### src/rtl/dfb_pkg.sv
// Package: shared routing type for the deferral buffer.
// Assumes: nothing beyond IEEE 1800-2017.
package dfb_pkg;

    // Where a decoded instruction is sent
    typedef enum logic {
        ROUTE_EXEC = 1'b0,
        ROUTE_PARK = 1'b1
    } route_e;

endpackage

### src/rtl/dfb_tag_track.sv
// Module: dfb_tag_track
// Holds the single outstanding miss tag and, per tag, a count of parked
// instructions that write it. It classifies the incoming instruction as
// parked or executable.
// Assumes: at most one miss outstanding; miss_done only while a miss is active.
module dfb_tag_track
    import dfb_pkg::*;
#(
    parameter int TAG_W = 4,
    parameter int DEPTH = 4
) (
    input  logic             clk,
    input  logic             rst_n,
    input  logic             miss_start,
    input  logic [TAG_W-1:0] miss_tag,
    input  logic             miss_done,
    input  logic [TAG_W-1:0] src0,
    input  logic [TAG_W-1:0] src1,
    input  logic [TAG_W-1:0] dst,
    input  logic             push,
    input  logic [TAG_W-1:0] push_dst,
    input  logic             pop,
    input  logic [TAG_W-1:0] pop_dst,
    output route_e           route,
    output logic             miss_active,
    output logic             any_pending
);
    localparam int NTAGS = 1 << TAG_W;
    localparam int CNT_W = $clog2(DEPTH + 1);

    logic [TAG_W-1:0] miss_tag_q;
    logic [NTAGS-1:0] busy;

    // Miss state: set on start, cleared on completion
    always_ff @(posedge clk) begin
        if (!rst_n) begin
            miss_active <= 1'b0;
            miss_tag_q  <= '0;
        end else if (miss_start) begin
            miss_active <= 1'b1;
            miss_tag_q  <= miss_tag;
        end else if (miss_done) begin
            miss_active <= 1'b0;
        end
    end

    for (genvar t = 0; t < NTAGS; t++) begin : g_tag
        logic [CNT_W-1:0] cnt;
        logic             inc;
        logic             dcr;
        assign inc = push && (push_dst == TAG_W'(t));
        assign dcr = pop  && (pop_dst  == TAG_W'(t));

        // Count parked writers of this tag
        always_ff @(posedge clk) begin
            if (!rst_n)
                cnt <= '0;
            else if (inc && !dcr)
                cnt <= cnt + 1'b1;
            else if (dcr && !inc)
                cnt <= cnt - 1'b1;
        end

        assign busy[t] = (cnt != '0);

        // a drain never releases a tag with no parked writer
        p_no_release_underflow_r10: assert property (@(posedge clk) disable iff (!rst_n)
            dcr && !inc |-> cnt != '0);
        // pending count never wraps
        p_no_count_wrap_r4: assert property (@(posedge clk) disable iff (!rst_n)
            inc && !dcr |-> cnt != {CNT_W{1'b1}});
    end

    logic hit_miss;
    logic hit_park;

    // Classify the incoming instruction against miss and parked tags
    always_comb begin
        hit_miss = miss_active &&
                   (src0 == miss_tag_q || src1 == miss_tag_q || dst == miss_tag_q);
        hit_park = busy[src0] || busy[src1] || busy[dst];
        route    = (hit_miss || hit_park) ? ROUTE_PARK : ROUTE_EXEC;
    end

    assign any_pending = |busy;

    // only one miss at a time
    p_single_miss_r3: assert property (@(posedge clk) disable iff (!rst_n)
        miss_start |-> !miss_active);
    // completion only for an outstanding miss
    p_done_when_active_r3: assert property (@(posedge clk) disable iff (!rst_n)
        miss_done |-> miss_active);

endmodule

### src/rtl/dfb_fifo.sv
// Module: dfb_fifo
// In-order storage for parked instructions: a circular buffer with a
// registered occupancy count. Pushing while full and popping while empty
// are caller errors.
module dfb_fifo #(
    parameter int W     = 20,
    parameter int DEPTH = 4
) (
    input  logic         clk,
    input  logic         rst_n,
    input  logic         push,
    input  logic [W-1:0] wdata,
    input  logic         pop,
    output logic [W-1:0] rdata,
    output logic         full,
    output logic         empty
);
    localparam int AW = (DEPTH > 1) ? $clog2(DEPTH) : 1;
    localparam int CW = $clog2(DEPTH + 1);

    logic [W-1:0]  mem [DEPTH];
    logic [AW-1:0] wr_ptr;
    logic [AW-1:0] rd_ptr;
    logic [CW-1:0] count;

    // Next slot after p, wrapping at DEPTH
    function automatic logic [AW-1:0] bump(input logic [AW-1:0] p);
        return (p == AW'(DEPTH - 1)) ? '0 : p + 1'b1;
    endfunction

    // Store a pushed entry
    always_ff @(posedge clk) begin
        if (push)
            mem[wr_ptr] <= wdata;
    end

    // Advance pointers and occupancy
    always_ff @(posedge clk) begin
        if (!rst_n) begin
            wr_ptr <= '0;
            rd_ptr <= '0;
            count  <= '0;
        end else begin
            if (push) wr_ptr <= bump(wr_ptr);
            if (pop)  rd_ptr <= bump(rd_ptr);
            if (push && !pop)
                count <= count + 1'b1;
            else if (pop && !push)
                count <= count - 1'b1;
        end
    end

    assign rdata = mem[rd_ptr];
    assign full  = (count == CW'(DEPTH));
    assign empty = (count == '0);

    // never store into a full buffer
    p_no_overflow_r7: assert property (@(posedge clk) disable iff (!rst_n)
        push |-> !full);
    // never drain an empty buffer
    p_no_underflow_r5: assert property (@(posedge clk) disable iff (!rst_n)
        pop |-> !empty);
    // occupancy bounded by depth
    p_count_bound_r7: assert property (@(posedge clk) disable iff (!rst_n)
        count <= CW'(DEPTH));

endmodule

### src/rtl/dfb_issue_reg.sv
// Module: dfb_issue_reg
// Registered execute port. A drained entry wins over a forwarded one; the
// caller guarantees the two never coincide.
module dfb_issue_reg #(
    parameter int W = 20
) (
    input  logic         clk,
    input  logic         rst_n,
    input  logic         pop,
    input  logic [W-1:0] pop_data,
    input  logic         fwd,
    input  logic [W-1:0] fwd_data,
    output logic         ex_valid,
    output logic         ex_replay,
    output logic [W-1:0] ex_data
);
    // Capture the instruction issued this cycle
    always_ff @(posedge clk) begin
        if (!rst_n) begin
            ex_valid  <= 1'b0;
            ex_replay <= 1'b0;
            ex_data   <= '0;
        end else if (pop) begin
            ex_valid  <= 1'b1;
            ex_replay <= 1'b1;
            ex_data   <= pop_data;
        end else if (fwd) begin
            ex_valid  <= 1'b1;
            ex_replay <= 1'b0;
            ex_data   <= fwd_data;
        end else begin
            ex_valid  <= 1'b0;
            ex_replay <= 1'b0;
        end
    end

    // single execute port, never two sources in one cycle
    p_one_issue_r9: assert property (@(posedge clk) disable iff (!rst_n)
        !(pop && fwd));

endmodule

### src/rtl/miss_defer_buf.sv
// Module: miss_defer_buf (top)
// Routes decoded instructions either straight to execute or into an in-order
// deferral buffer, depending on the outstanding miss and on already parked
// destinations. After the miss completes, it drains the buffer one entry
// per cycle.
// Assumes: execute always accepts; one miss outstanding at a time.
module miss_defer_buf
    import dfb_pkg::*;
#(
    parameter int TAG_W = 4,
    parameter int OP_W  = 8,
    parameter int DEPTH = 4
) (
    input  logic             clk,
    input  logic             rst_n,
    input  logic             dec_valid,
    input  logic [TAG_W-1:0] dec_src0,
    input  logic [TAG_W-1:0] dec_src1,
    input  logic [TAG_W-1:0] dec_dst,
    input  logic [OP_W-1:0]  dec_op,
    output logic             dec_ready,
    input  logic             miss_start,
    input  logic [TAG_W-1:0] miss_tag,
    input  logic             miss_done,
    output logic             ex_valid,
    output logic             ex_replay,
    output logic [TAG_W-1:0] ex_src0,
    output logic [TAG_W-1:0] ex_src1,
    output logic [TAG_W-1:0] ex_dst,
    output logic [OP_W-1:0]  ex_op
);
    localparam int IW = OP_W + 3 * TAG_W;

    route_e        route;
    logic          miss_active;
    logic          any_pending;
    logic          full;
    logic          empty;
    logic          pop;
    logic          push;
    logic          fwd;
    logic          accept;
    logic [IW-1:0] dec_word;
    logic [IW-1:0] head_word;
    logic [IW-1:0] ex_word;

    assign dec_word = {dec_op, dec_dst, dec_src1, dec_src0};

    // Drain whenever entries wait and no miss is outstanding
    always_comb begin
        pop       = !empty && !miss_active;
        dec_ready = !full && !(pop && route == ROUTE_EXEC);
        accept    = dec_valid && dec_ready;
        push      = accept && route == ROUTE_PARK;
        fwd       = accept && route == ROUTE_EXEC;
    end

    dfb_tag_track #(.TAG_W(TAG_W), .DEPTH(DEPTH)) u_track (
        .clk         (clk),
        .rst_n       (rst_n),
        .miss_start  (miss_start),
        .miss_tag    (miss_tag),
        .miss_done   (miss_done),
        .src0        (dec_src0),
        .src1        (dec_src1),
        .dst         (dec_dst),
        .push        (push),
        .push_dst    (dec_dst),
        .pop         (pop),
        .pop_dst     (head_word[3*TAG_W-1:2*TAG_W]),
        .route       (route),
        .miss_active (miss_active),
        .any_pending (any_pending)
    );

    dfb_fifo #(.W(IW), .DEPTH(DEPTH)) u_fifo (
        .clk   (clk),
        .rst_n (rst_n),
        .push  (push),
        .wdata (dec_word),
        .pop   (pop),
        .rdata (head_word),
        .full  (full),
        .empty (empty)
    );

    dfb_issue_reg #(.W(IW)) u_issue (
        .clk       (clk),
        .rst_n     (rst_n),
        .pop       (pop),
        .pop_data  (head_word),
        .fwd       (fwd),
        .fwd_data  (dec_word),
        .ex_valid  (ex_valid),
        .ex_replay (ex_replay),
        .ex_data   (ex_word)
    );

    assign {ex_op, ex_dst, ex_src1, ex_src0} = ex_word;

    // nothing parked reaches execute while the miss is outstanding
    p_miss_blocks_replay_r3: assert property (@(posedge clk) disable iff (!rst_n)
        miss_active |=> !(ex_valid && ex_replay));
    // forwarded instruction appears next cycle as non-replay
    p_fwd_latency_r2: assert property (@(posedge clk) disable iff (!rst_n)
        fwd |=> ex_valid && !ex_replay);
    // drained entry appears next cycle as replay
    p_drain_latency_r5: assert property (@(posedge clk) disable iff (!rst_n)
        pop |=> ex_valid && ex_replay);
    // full buffer holds off decode
    p_full_stalls_r7: assert property (@(posedge clk) disable iff (!rst_n)
        full |-> !dec_ready);
    // empty buffer leaves no tag pending
    p_empty_no_pending_r10: assert property (@(posedge clk) disable iff (!rst_n)
        empty |-> !any_pending);

endmodule

### config.mk
export PLATFORM = sky130hd
export DESIGN_NAME = miss_defer_buf
export DESIGN_NICKNAME = d
export VERILOG_FILES = /design/src/rtl/dfb_pkg.sv /design/src/rtl/dfb_tag_track.sv /design/src/rtl/dfb_fifo.sv /design/src/rtl/dfb_issue_reg.sv /design/src/rtl/miss_defer_buf.sv
export SDC_FILE = /design/constraint.sdc
export NUM_CORES = 1
export LEC_CHECK = 0
export BUFFER_PORTS_ARGS = -buffer_cell sky130_fd_sc_hd__buf_2
export CORE_AREA = 5 5 172 174
export CTS_CLUSTER_DIAMETER = 120
export DETAILED_ROUTE_END_ITERATION = 7
export DIE_AREA = 0 0 177 179
export PLACE_DENSITY = 0.53
export REMOVE_ABC_BUFFERS = 1
export SLEW_MARGIN = 40
export SYNTH_ARGS = -nofsm -noshare
export SYNTH_HDL_FRONTEND = slang
export SYNTH_SLANG_ARGS = --single-unit
### constraint.sdc
create_clock -name clk -period 12.7 [get_ports clk]
set_input_delay 1.905 -clock clk [delete_from_list [all_inputs] [get_ports clk]]
set_output_delay 1.905 -clock clk [all_outputs]
set_load 0.01 [all_outputs]
==> metrics.csv, run 1 <==
metric,value,unit
critical_path.startpoint,dec_dst[1],
relSlewSlack,57.95,%
setup_viol,0,
synthCells,703,
cts_num_sinks,164,
fmax,159.7,MHz
setup_tns,0,ps
drc_errors,0,
drive_gt1_share,17.13,%
post-route-min-period,6262,ps
p_leak,3.574,nW
areaGrowthSynthToFinish,15.38,%
finalHoldViolCount,0,
min_to,u_fifo.rd_ptr[1]$_SDFFE_PN0P_,
syn-mean-instance-area,11.71,µm²
coreArea,27630,µm²
wl_per_cell,17.50,µm
htreeDepth,4,
max-cap-violations,0,
synth_edf_count,80,
drv_slew,0,
ioPinCount,52,
grt_overflow,0,
synthArstFlopShare,0,%
grt_pass1_wl,31510,µm
path_class,in2out,
endpoint_kind,output port,
io_buffers,51,
routed_wl,19900,µm
path_max_fanout,20,
reg2reg_slack,8750,ps
hold_start,u_fifo.rd_ptr[1]$_SDFFE_PN0P_,
postRouteAntennaNets,0,
crit_path_start_kind,input port,
critPathRequiredTime,10800,ps
antennaDiodeCount,0,
rr_worst_depth,13,
first_iter_violations,322,
cts_hold_buffers,0,
outcome,"finished, final reports clean",
num_vias,5547,
dieArea,31680,µm²
skew,10.09,ps
yosysSeqAreaShare,49.59,%
rows,61,
ctsResizeCount,0,
ys_ff_latch,164,
hold-worst-slack,494.6,ps
n_fill_cell,2811,
grt_pass1_vias,5537,
grt_use_total,12.87,%
hpwl,13260,µm
hold_path_class,reg2reg,
synth_cell_type_count,51,
critPathArrivalTime,4360,ps
grt_max_degree,85,
die_w,177,µm
initial_core_util,29.81,%
rsz0062_at_grt,false,
reg2reg_from,u_track.g_tag[0].cnt[0]$_SDFFE_PN0P_,
cts_max_path_buffers,2,
hold_path_depth,2,
worstMarginPinSlew,625.9,ps
vdd_drop_max,0.07298,mV
nets,814,
power.density,190.7,nW/µm²
r2r_end,u_track.g_tag[11].cnt[2]$_SDFFE_PN0P_,
antenna_found_initial,1,
fin_crit_sh,49.30,%
ys_warn_count,0,
drt_first_pass_iters,6,
clk_latency,420,ps
root_buffer,clkbuf_16,
synth-main-ff-cell,dfxtp_1,
via_per_inst,4.879,
cts_tree,done,
numCtsBuffers,17,
globalplace.congestion,0.7706,
path_clk_slew,70,ps
die_y,179,µm
cts_setup_buffers,0,
synth_area,8235,µm²
==> power breakdown <==
group | total (mW) | switching [mW] | internal, mW | leakage, nW
sequential | 0.713 | 0.0608 | 0.652 | 1.42
combinational | 0.583 | 0.337 | 0.246 | 1.86
clock | 0.516 | 0.235 | 0.281 | 0.292
==> routing by layer <==
metal	global-route usage (%)	vias up	routed length (µm)
li1	-	2684	-
met2	20.24	114	9310
met1	17.79	2735	9485
met4	3.256	2	151
met3	3.332	12	941
met5	0	-	13
==> placed cells by master, fill, tap and decap left out, types with 4 or more instances in the layout <==
master / instances
dfxtp_1: 84
edfxtp_1: 80
buf_2: 51
nor2_1: 42
o21ai_0: 37
nand2_1: 30
nor2b_1: 29
xor2_1: 29
inv_1: 25
mux2i_1: 24
and2_1: 23
mux4_2: 23
ha_1: 22
or3_1: 19
a21boi_0: 18
xnor2_1: 17
fa_1: 17
clkbuf_16: 17
nor4b_1: 16
nor3_1: 16
and3_1: 15
nor4_1: 15
a211oi_1: 14
buf_4: 12
a211oi_2: 9
a21oi_1: 6
inv_8: 6
and3b_1: 5
o31ai_1: 4
a31oi_1: 4
or4_1: 4
==> worst max path at each step <==
stage | end | slack, ps
2_1_floorplan | dec_ready | 7030
3_5_place_dp | dec_ready | 6430
5_1_grt | dec_ready | 6190
3_3_place_gp | dec_ready | 6520
4_1_cts | dec_ready | 6440
6_report | dec_ready | 6440
==> stage by stage <==
| stage | area, µm² | util (%) | total power, mW | setup slack, ps | cells |
|---|---|---|---|---|---|
| 5_1_grt | 9502 | 34.39 | 1.927 | 6189 | 1137 |
| 2_1_floorplan | 8077 | - | 1.108 | 7035 | 663 |
| 3_3_place_gp | 8905 | 32.23 | 1.313 | 6520 | 1105 |
| 3_5_place_dp | 8906 | 32.23 | 1.315 | 6434 | 1105 |
| 6_report | 9502 | 34.39 | 1.812 | 6438 | 1137 |
| 4_1_cts | 9498 | 34.38 | 1.838 | 6438 | 1137 |
==> synth_stat cells (22+ instances only) <==
library cell | number | share of area, %
clkbuf_1 | 36 | 1.6
nor2b_1 | 29 | 2.2
mux2i_1 | 24 | 2.9
nand2_1 | 30 | 1.4
dfxtp_1 | 84 | 20
and2_1 | 23 | 1.7
nor2_1 | 43 | 2.0
inv_1 | 25 | 1.1
edfxtp_1 | 80 | 29
ha_1 | 22 | 3.3
xor2_1 | 29 | 3.1
mux4_2 | 23 | 6.3
o21ai_0 | 37 | 2.2
==> flip-flops by register name (all words and copies together), names as in the netlist, 2 cells and up, named ones only <==
register / count
u_fifo.wr_ptr: 2
u_fifo.rd_ptr: 2
u_track.miss_tag_q: 4
u_fifo.mem: 80
u_issue.ex_data: 20
u_fifo.count: 3
u_track.g_tag.cnt: 48
==> cells by family after synthesis <==
family | Yosys count | synth area share [%]
muxes | 47 | 9.207
AOI/OAI and AO/OA | 115 | 10.13
and+or+nand+nor | 227 | 15.63
buffers and inverters | 65 | 3.069
xor gates and xnor gates | 46 | 4.892
DFF | 164 | 49.59
adders and majority gates | 39 | 7.475
==> area by class of cell <==
| type | count | area [µm²] | share of cell area [%] |
|---|---|---|---|
| timing repair buffer | 64 | 356.6 | 3.753 |
| inverter | 25 | 93.84 | 0.9876 |
| tap | 378 | 473.0 | 4.978 |
| multi-input combinational | 474 | 3902 | 41.07 |
| sequential | 164 | 4084 | 42.98 |
| clock inverter | 15 | 166.4 | 1.751 |
| clock buffer | 17 | 425.4 | 4.477 |
==> critical path, cell delays in order <==
cell and delay, ps:
buf_2 330, or4b_1 490, a2111oi_0 370, a211oi_1 120, a211oi_1 540, nand3_1 150
o31a_1 310, buf_2 140
(Power assumes the default switching activity.)
==> run 2: changes to the inputs <==
--- a/config.mk
+++ b/config.mk
@@ -10,7 +10,7 @@
 export CTS_CLUSTER_DIAMETER = 120
 export DETAILED_ROUTE_END_ITERATION = 7
 export DIE_AREA = 0 0 177 179
-export PLACE_DENSITY = 0.53
+export PLACE_DENSITY = 0.54
 export REMOVE_ABC_BUFFERS = 1
 export SLEW_MARGIN = 40
 export SYNTH_ARGS = -nofsm -noshare
==> constraint.sdc (replaced) <==
create_clock -name clk -period 5.65 [get_ports clk]
set_input_delay 0.8475 -clock clk [delete_from_list [all_inputs] [get_ports clk]]
set_output_delay 0.8475 -clock clk [all_outputs]
set_load 0.01 [all_outputs]
==> run 2 against run 1 <==
  * Routed wire length decreased by 0.53%
  * Sequential cell count unchanged
  * Non-clock buffer count decreased by 4
  * Sequential power increased by 130%
  * Total power increased by 120%
  * Highest routed layer unchanged
  * Critical path type unchanged
  * Clock power increased by 120%
  * Combinational power increased by 120%
==> metrics.csv, run 2 (synthesized netlist as in run 1, its figures left out) <==
metric,value,unit,change
outcome,"finished, final reports clean",,unchanged
finalPower,4.029,mW,was 1.812 mW
worst_slack,1465,ps,was 6438 ps
worstMarginPinSlew,630.8,ps,was 625.9 ps
min_to,u_issue.ex_data[1]$_SDFFE_PN0P_,,was u_fifo.rd_ptr[1]$_SDFFE_PN0P_
die_y,179,µm,unchanged
fmax,239.0,MHz,
relSlewSlack,57.62,%,was 57.95%
root_buffer,clkbuf_16,,unchanged
ctsResizeCount,0,,unchanged
finalHoldViolCount,0,,unchanged
hold_path_depth,2,,unchanged
routed_wl,19800,µm,was 19900 µm
grt_use_total,12.71,%,was 12.87%
critPathArrivalTime,3340,ps,was 4360 ps
path_clk_slew,70,ps,about the same
crit_path_start_kind,input port,,unchanged
grt_overflow,0,,unchanged
post-route-min-period,4185,ps,
via_per_inst,4.903,,was 4.879
antennaDiodeCount,0,,unchanged
design_area,9447,µm²,was 9502 µm²
dp_cells,1101,,was 1105
antenna_found_initial,2,,was 1
layout_common_cells,"dfxtp_1, edfxtp_1, buf_2",,unchanged
vdd_drop_max,0.2200,mV,was 0.07298 mV
postRouteAntennaNets,0,,unchanged
ioPinCount,52,,unchanged
drc_errors,0,,unchanged
cts_tree,done,,unchanged
layout_commonest_cell,dfxtp_1,,unchanged
path_max_fanout,20,,unchanged
max-cap-violations,0,,unchanged
reg2reg_from,u_track.g_tag[1].cnt[0]$_SDFFE_PN0P_,,was u_track.g_tag[0].cnt[0]$_SDFFE_PN0P_
rsz0062_at_grt,false,,unchanged
largest_register_ffs,80,,unchanged
areaGrowthSynthToFinish,14.71,%,was 15.38%
num_vias,5555,,was 5547
io_buffers,51,,unchanged
htreeDepth,4,,unchanged
power.density,426.5,nW/µm²,was 190.7 nW/µm²
place_area,8881,µm²,was 8906 µm²
hpwl,13410,µm,was 13260 µm
die_w,177,µm,unchanged
clk_latency,430,ps,was 420 ps
p_leak,3.539,nW,was 3.574 nW
drv_slew,0,,unchanged
cts_setup_buffers,0,,unchanged
setup_viol,0,,unchanged
rows,61,,unchanged
reg2reg_slack,1820,ps,was 8750 ps
grt_pass1_vias,5483,,was 5537
largest-register,u_fifo.mem,,unchanged
wl_per_cell,17.47,µm,was 17.50 µm
fin_crit_sh,74.07,%,
endpoint_kind,output port,,unchanged
cts_max_path_buffers,2,,unchanged
hold_path_class,reg2reg,,unchanged
reg_top3,"u_fifo.mem x80, u_track.g_tag.cnt x48, u_issue.ex_data x20",,unchanged
skew,15.44,ps,was 10.09 ps
initial_core_util,29.81,%,unchanged
drt_first_pass_iters,5,,was 6
cts_num_sinks,164,,unchanged
cts_hold_buffers,0,,unchanged
fin_cells,1133,,was 1137
hold-worst-slack,488.9,ps,was 494.6 ps
grt_pass1_wl,31040,µm,was 31510 µm
first_iter_violations,389,,was 322
rr_worst_depth,13,,unchanged
drive_gt1_share,17.09,%,was 17.13%
setup_tns,0,ps,unchanged
grt_max_degree,47,,was 85
coreArea,27630,µm²,unchanged
final_util,34.19,%,was 34.39%
dp_slack,1113,ps,was 6434 ps
path_class,in2out,,unchanged
nets,810,,was 814
dieArea,31680,µm²,unchanged
r2r_end,u_track.g_tag[3].cnt[2]$_SDFFE_PN0P_,,was u_track.g_tag[11].cnt[2]$_SDFFE_PN0P_
critPathRequiredTime,4800,ps,was 10800 ps
hold_start,u_issue.ex_data[1]$_SDFFE_PN0P_,,was u_fifo.rd_ptr[1]$_SDFFE_PN0P_
numCtsBuffers,17,,unchanged
globalplace.congestion,0.7737,,was 0.7706
[run 2: changes by cell type in the layout (fill, tap and decap cells not counted), sizes merged]
cell    previous run  this run
inv               34        31
clkbuf            17        20
buf               64        60
[run 2: critical path, stage by stage]
cell       delay [ps]
buf_2             350
or4b_1            470
a2111oi_0         370
a211oi_1          150
a211oi_1          530
nand3_1           160
o31a_1            320
buf_2             140
[run 2: per-layer routing]
layer / up-vias / GRT usage, % / wire (µm)
met5: - / 0 / 14
met4: 4 / 3.159 / 204
met1: 2727 / 16.70 / 9099
met3: 19 / 3.901 / 1194
met2: 134 / 20.59 / 9283
li1: 2671 / - / -
[run 2: worst max path at each step]
stage	start	to	slack, ps	cells after the start
floorplan	dec_src0[1]	u_track.g_tag[0].cnt[2]$_SDFFE_PN0P_	1340	11
global placement	dec_src0[1]	u_track.g_tag[0].cnt[2]$_SDFFE_PN0P_	1150	13
detailed placement	dec_src0[1]	u_track.g_tag[3].cnt[2]$_SDFFE_PN0P_	1110	13
CTS	dec_dst[1]	dec_ready	1460	8
global route	dec_src0[1]	u_track.g_tag[3].cnt[2]$_SDFFE_PN0P_	1220	13
finish	dec_dst[1]	dec_ready	1470	8
[run 2: power breakdown]
| group | total, mW | internal, mW | switching, mW | leakage, nW |
|---|---|---|---|---|
| sequential | 1.62 | 1.47 | 0.157 | 1.42 |
| clock | 1.12 | 0.627 | 0.497 | 0.277 |
| combinational | 1.28 | 0.549 | 0.731 | 1.85 |
| total | 4.03 | 2.64 | 1.39 | 3.54 |
[run 2: final cells by class]
type,instances,area (µm²)
repair buffers,60,322.8
clock buffers,20,446.7
multi-input cells,474,3908
fillers,2805,18180
flip-flops and latches,164,4085
clock inverters,12,117.6
inverters,25,93.84
well taps,378,473.0
==> run 3: changes to the inputs <==
==> constraint.sdc (replaced) <==
create_clock -name clk -period 3.7 [get_ports clk]
set_input_delay 0.555 -clock clk [delete_from_list [all_inputs] [get_ports clk]]
set_output_delay 0.555 -clock clk [all_outputs]
set_load 0.01 [all_outputs]
==> run 3 against run 2 <==
  * Critical path type is now reg2out
  * Global-route usage rose by 0.72 points
  * Final cell count rose by 6.6%
  * Worst setup slack got worse by 1400 ps
  * Clock skew fell by 3.0 ps
  * Sequential share of layout area fell by 2.9 points
  * First-iteration DRC count rose by 10%
  * Worst hold slack got worse by 130 ps
  * Critical endpoint unchanged
  * Clock power rose by 67%
  * Largest cell class unchanged
  * Core utilization rose by 2.5 points
  * Register-to-register slack got worse by 1700 ps
  * Non-clock buffer count rose by 75
  * Sequential cell count did not move
==> metrics.csv, run 3 (synthesized netlist as in run 1, its figures left out) <==
metric,value,unit,change
outcome,"finished, final reports clean",,unchanged
power.density,642.6,nW/µm²,was 426.5 nW/µm²
via_per_inst,4.868,,was 4.903
num_vias,5880,,was 5555
antenna_found_initial,1,,was 2
initial_core_util,29.81,%,unchanged
antennaDiodeCount,0,,unchanged
skew,12.46,ps,was 15.44 ps
reg2reg_slack,150,ps,was 1820 ps
crit_chain,or4_1 -> a221o_1 -> a2111o_1 -> a32oi_2 -> buf_4 -> nand3_1 -> o31a_1 -> buf_2,,was buf_2 -> or4b_1 -> a2111oi_0 -> a211oi_1 -> a211oi_1 -> nand3_1 -> o31a_1 -> buf_2
grt_pass1_wl,33080,µm,was 31040 µm
drive_gt1_share,25.54,%,was 17.09%
drt_first_pass_iters,4,,was 5
finalHoldViolCount,0,,unchanged
path_clk_slew,70,ps,about the same
critPathArrivalTime,3050,ps,was 3340 ps
n_fill_cell,2744,,was 2805
rsz0062_at_grt,false,,unchanged
worst_slack,99.99,ps,was 1465 ps
first_iter_violations,429,,was 389
seqCellArea,4090,µm²,was 4085 µm²
setup_viol,0,,unchanged
crit_cells,8,,unchanged
path_max_fanout,3,,was 20
grt_pass1_vias,5991,,was 5483
worstMarginPinSlew,640.7,ps,was 630.8 ps
cts_num_sinks,164,,unchanged
wl_per_cell,17.14,µm,was 17.47 µm
root_buffer,clkbuf_16,,unchanged
cts_tree,done,,unchanged
fin_crit_sh,97.30,%,
crit_path_start_kind,register,,was input port
layout_common_cells,"buf_4, edfxtp_1, dfxtp_1",,"was dfxtp_1, edfxtp_1, buf_2"
die_w,177,µm,unchanged
reg2reg_from,u_track.g_tag[8].cnt[0]$_SDFFE_PN0P_,,was u_track.g_tag[1].cnt[0]$_SDFFE_PN0P_
critical_path.startpoint,u_track.g_tag[8].cnt[0]$_SDFFE_PN0P_,,was dec_dst[1]
numCtsBuffers,17,,unchanged
grtUsageMet1,18.49,%,was 16.70%
globalplace.congestion,0.8299,,was 0.7737
rows,61,,unchanged
dp_slack,-263.8,ps,was 1113 ps
max_stage_delay,550,ps,was 530 ps
cts_max_path_buffers,2,,unchanged
rr_worst_depth,13,,unchanged
post-route-min-period,3600,ps,
crit_family,compound AO/OA/AOI/OAI gates,,unchanged
clk_latency,430,ps,about the same
largest-register,u_fifo.mem,,unchanged
areaGrowthSynthToFinish,23.08,%,was 14.71%
grt_use_total,13.43,%,was 12.71%
path_class,reg2out,,was in2out
postRouteAntennaNets,0,,unchanged
critPathRequiredTime,3140,ps,was 4800 ps
htreeDepth,4,,unchanged
fmax,277.8,MHz,
grt_max_degree,46,,was 47
multiInputGateArea,3970,µm²,was 3908 µm²
p_leak,3.951,nW,was 3.539 nW
endpoint_kind,output port,,unchanged
nets,885,,was 810
r2r_end,u_track.g_tag[7].cnt[2]$_SDFFE_PN0P_,,was u_track.g_tag[3].cnt[2]$_SDFFE_PN0P_
routed_wl,20710,µm,was 19800 µm
dieArea,31680,µm²,unchanged
hpwl,14620,µm,was 13410 µm
ioPinCount,52,,unchanged
max-cap-violations,0,,unchanged
cp_num_buf_inv,2,,unchanged
drc_errors,0,,unchanged
coreArea,27630,µm²,unchanged
relSlewSlack,56.96,%,was 57.62%
drv_slew,0,,unchanged
crit_path_top_delay_cell,or4_1,,was a211oi_1
hold-worst-slack,359.2,ps,was 488.9 ps
largest_register_ffs,80,,unchanged
final_util,36.69,%,was 34.19%
reg_top3,"u_fifo.mem x80, u_track.g_tag.cnt x48, u_issue.ex_data x20",,unchanged
global_route.usage.met3,2.805,%,was 3.901%
cp-endpoint,dec_ready,,unchanged
vdd_drop_max,0.3201,mV,was 0.2200 mV
grt.busiest_layer,met2,,unchanged
hold_path_class,in2reg,,was reg2reg
finalPower,6.514,mW,was 4.029 mW
die_y,179,µm,unchanged
grt_util_met2,21.54,%,was 20.59%
io_buffers,51,,unchanged
grt_overflow,0,,unchanged
layout_commonest_cell,buf_4,,was dfxtp_1
## run 3: worst min-delay path by stage
| stage | start | end | slack, ps | cells past startpoint |
|---|---|---|---|---|
| floorplan | u_track.g_tag[11].cnt[2]$_SDFFE_PN0P_ | u_track.g_tag[11].cnt[2]$_SDFFE_PN0P_ | 460 | 2 |
| finish | dec_op[2] | u_fifo.mem[0][14]$_DFFE_PP_ | 360 | 1 |
| global route | dec_op[7] | u_fifo.mem[0][19]$_DFFE_PP_ | 360 | 1 |
| global placement | u_track.g_tag[14].cnt[2]$_SDFFE_PN0P_ | u_track.g_tag[14].cnt[2]$_SDFFE_PN0P_ | 480 | 2 |
| detailed placement | u_track.g_tag[13].cnt[2]$_SDFFE_PN0P_ | u_track.g_tag[13].cnt[2]$_SDFFE_PN0P_ | 490 | 2 |
| CTS | dec_op[2] | u_fifo.mem[0][14]$_DFFE_PP_ | 340 | 1 |
## run 3: per-stage QoR
step                      std cells  setup TNS, ps  cell area [µm²]
after floorplan                 663          -4562             8077
after detailed placement       1172          -3465             9408
after global routing           1208              0            10140
after CTS                      1204              0            10030
final                          1208              0            10140
after global placement         1171          -1414             9400
## run 3: area by class of cell
class,count,area share [%]
inverters,25,0.9258
well taps,378,4.666
multi-input cells,474,39.17
repair buffers,135,8.777
clock buffers,18,4.234
clock inverters,14,1.876
flip-flops and latches,164,40.35
## run 3: timing repair
item                       CTS  global route
hold buffers                 0             0
pin swaps                    0             5
setup endpoints to repair    8            17
buffers inserted             0             3
gates resized for setup      1            25
gates cloned                 0             1
## run 3: power breakdown
group          switching, mW  internal (mW)
sequential             0.219           2.24
clock                  0.780           1.09
combinational           1.20          0.988
total                   2.20           4.32
## run 3: metal layers
layer  part of all wire, %  vias to the layer above  routed length [µm]
li1                      -                     2831                   -
met1                    47                     2889                9818
met2                    46                      136                9580
met3                   5.1                       22                1057
met4                   1.1                        2                 235
met5                 0.063                        -                  13
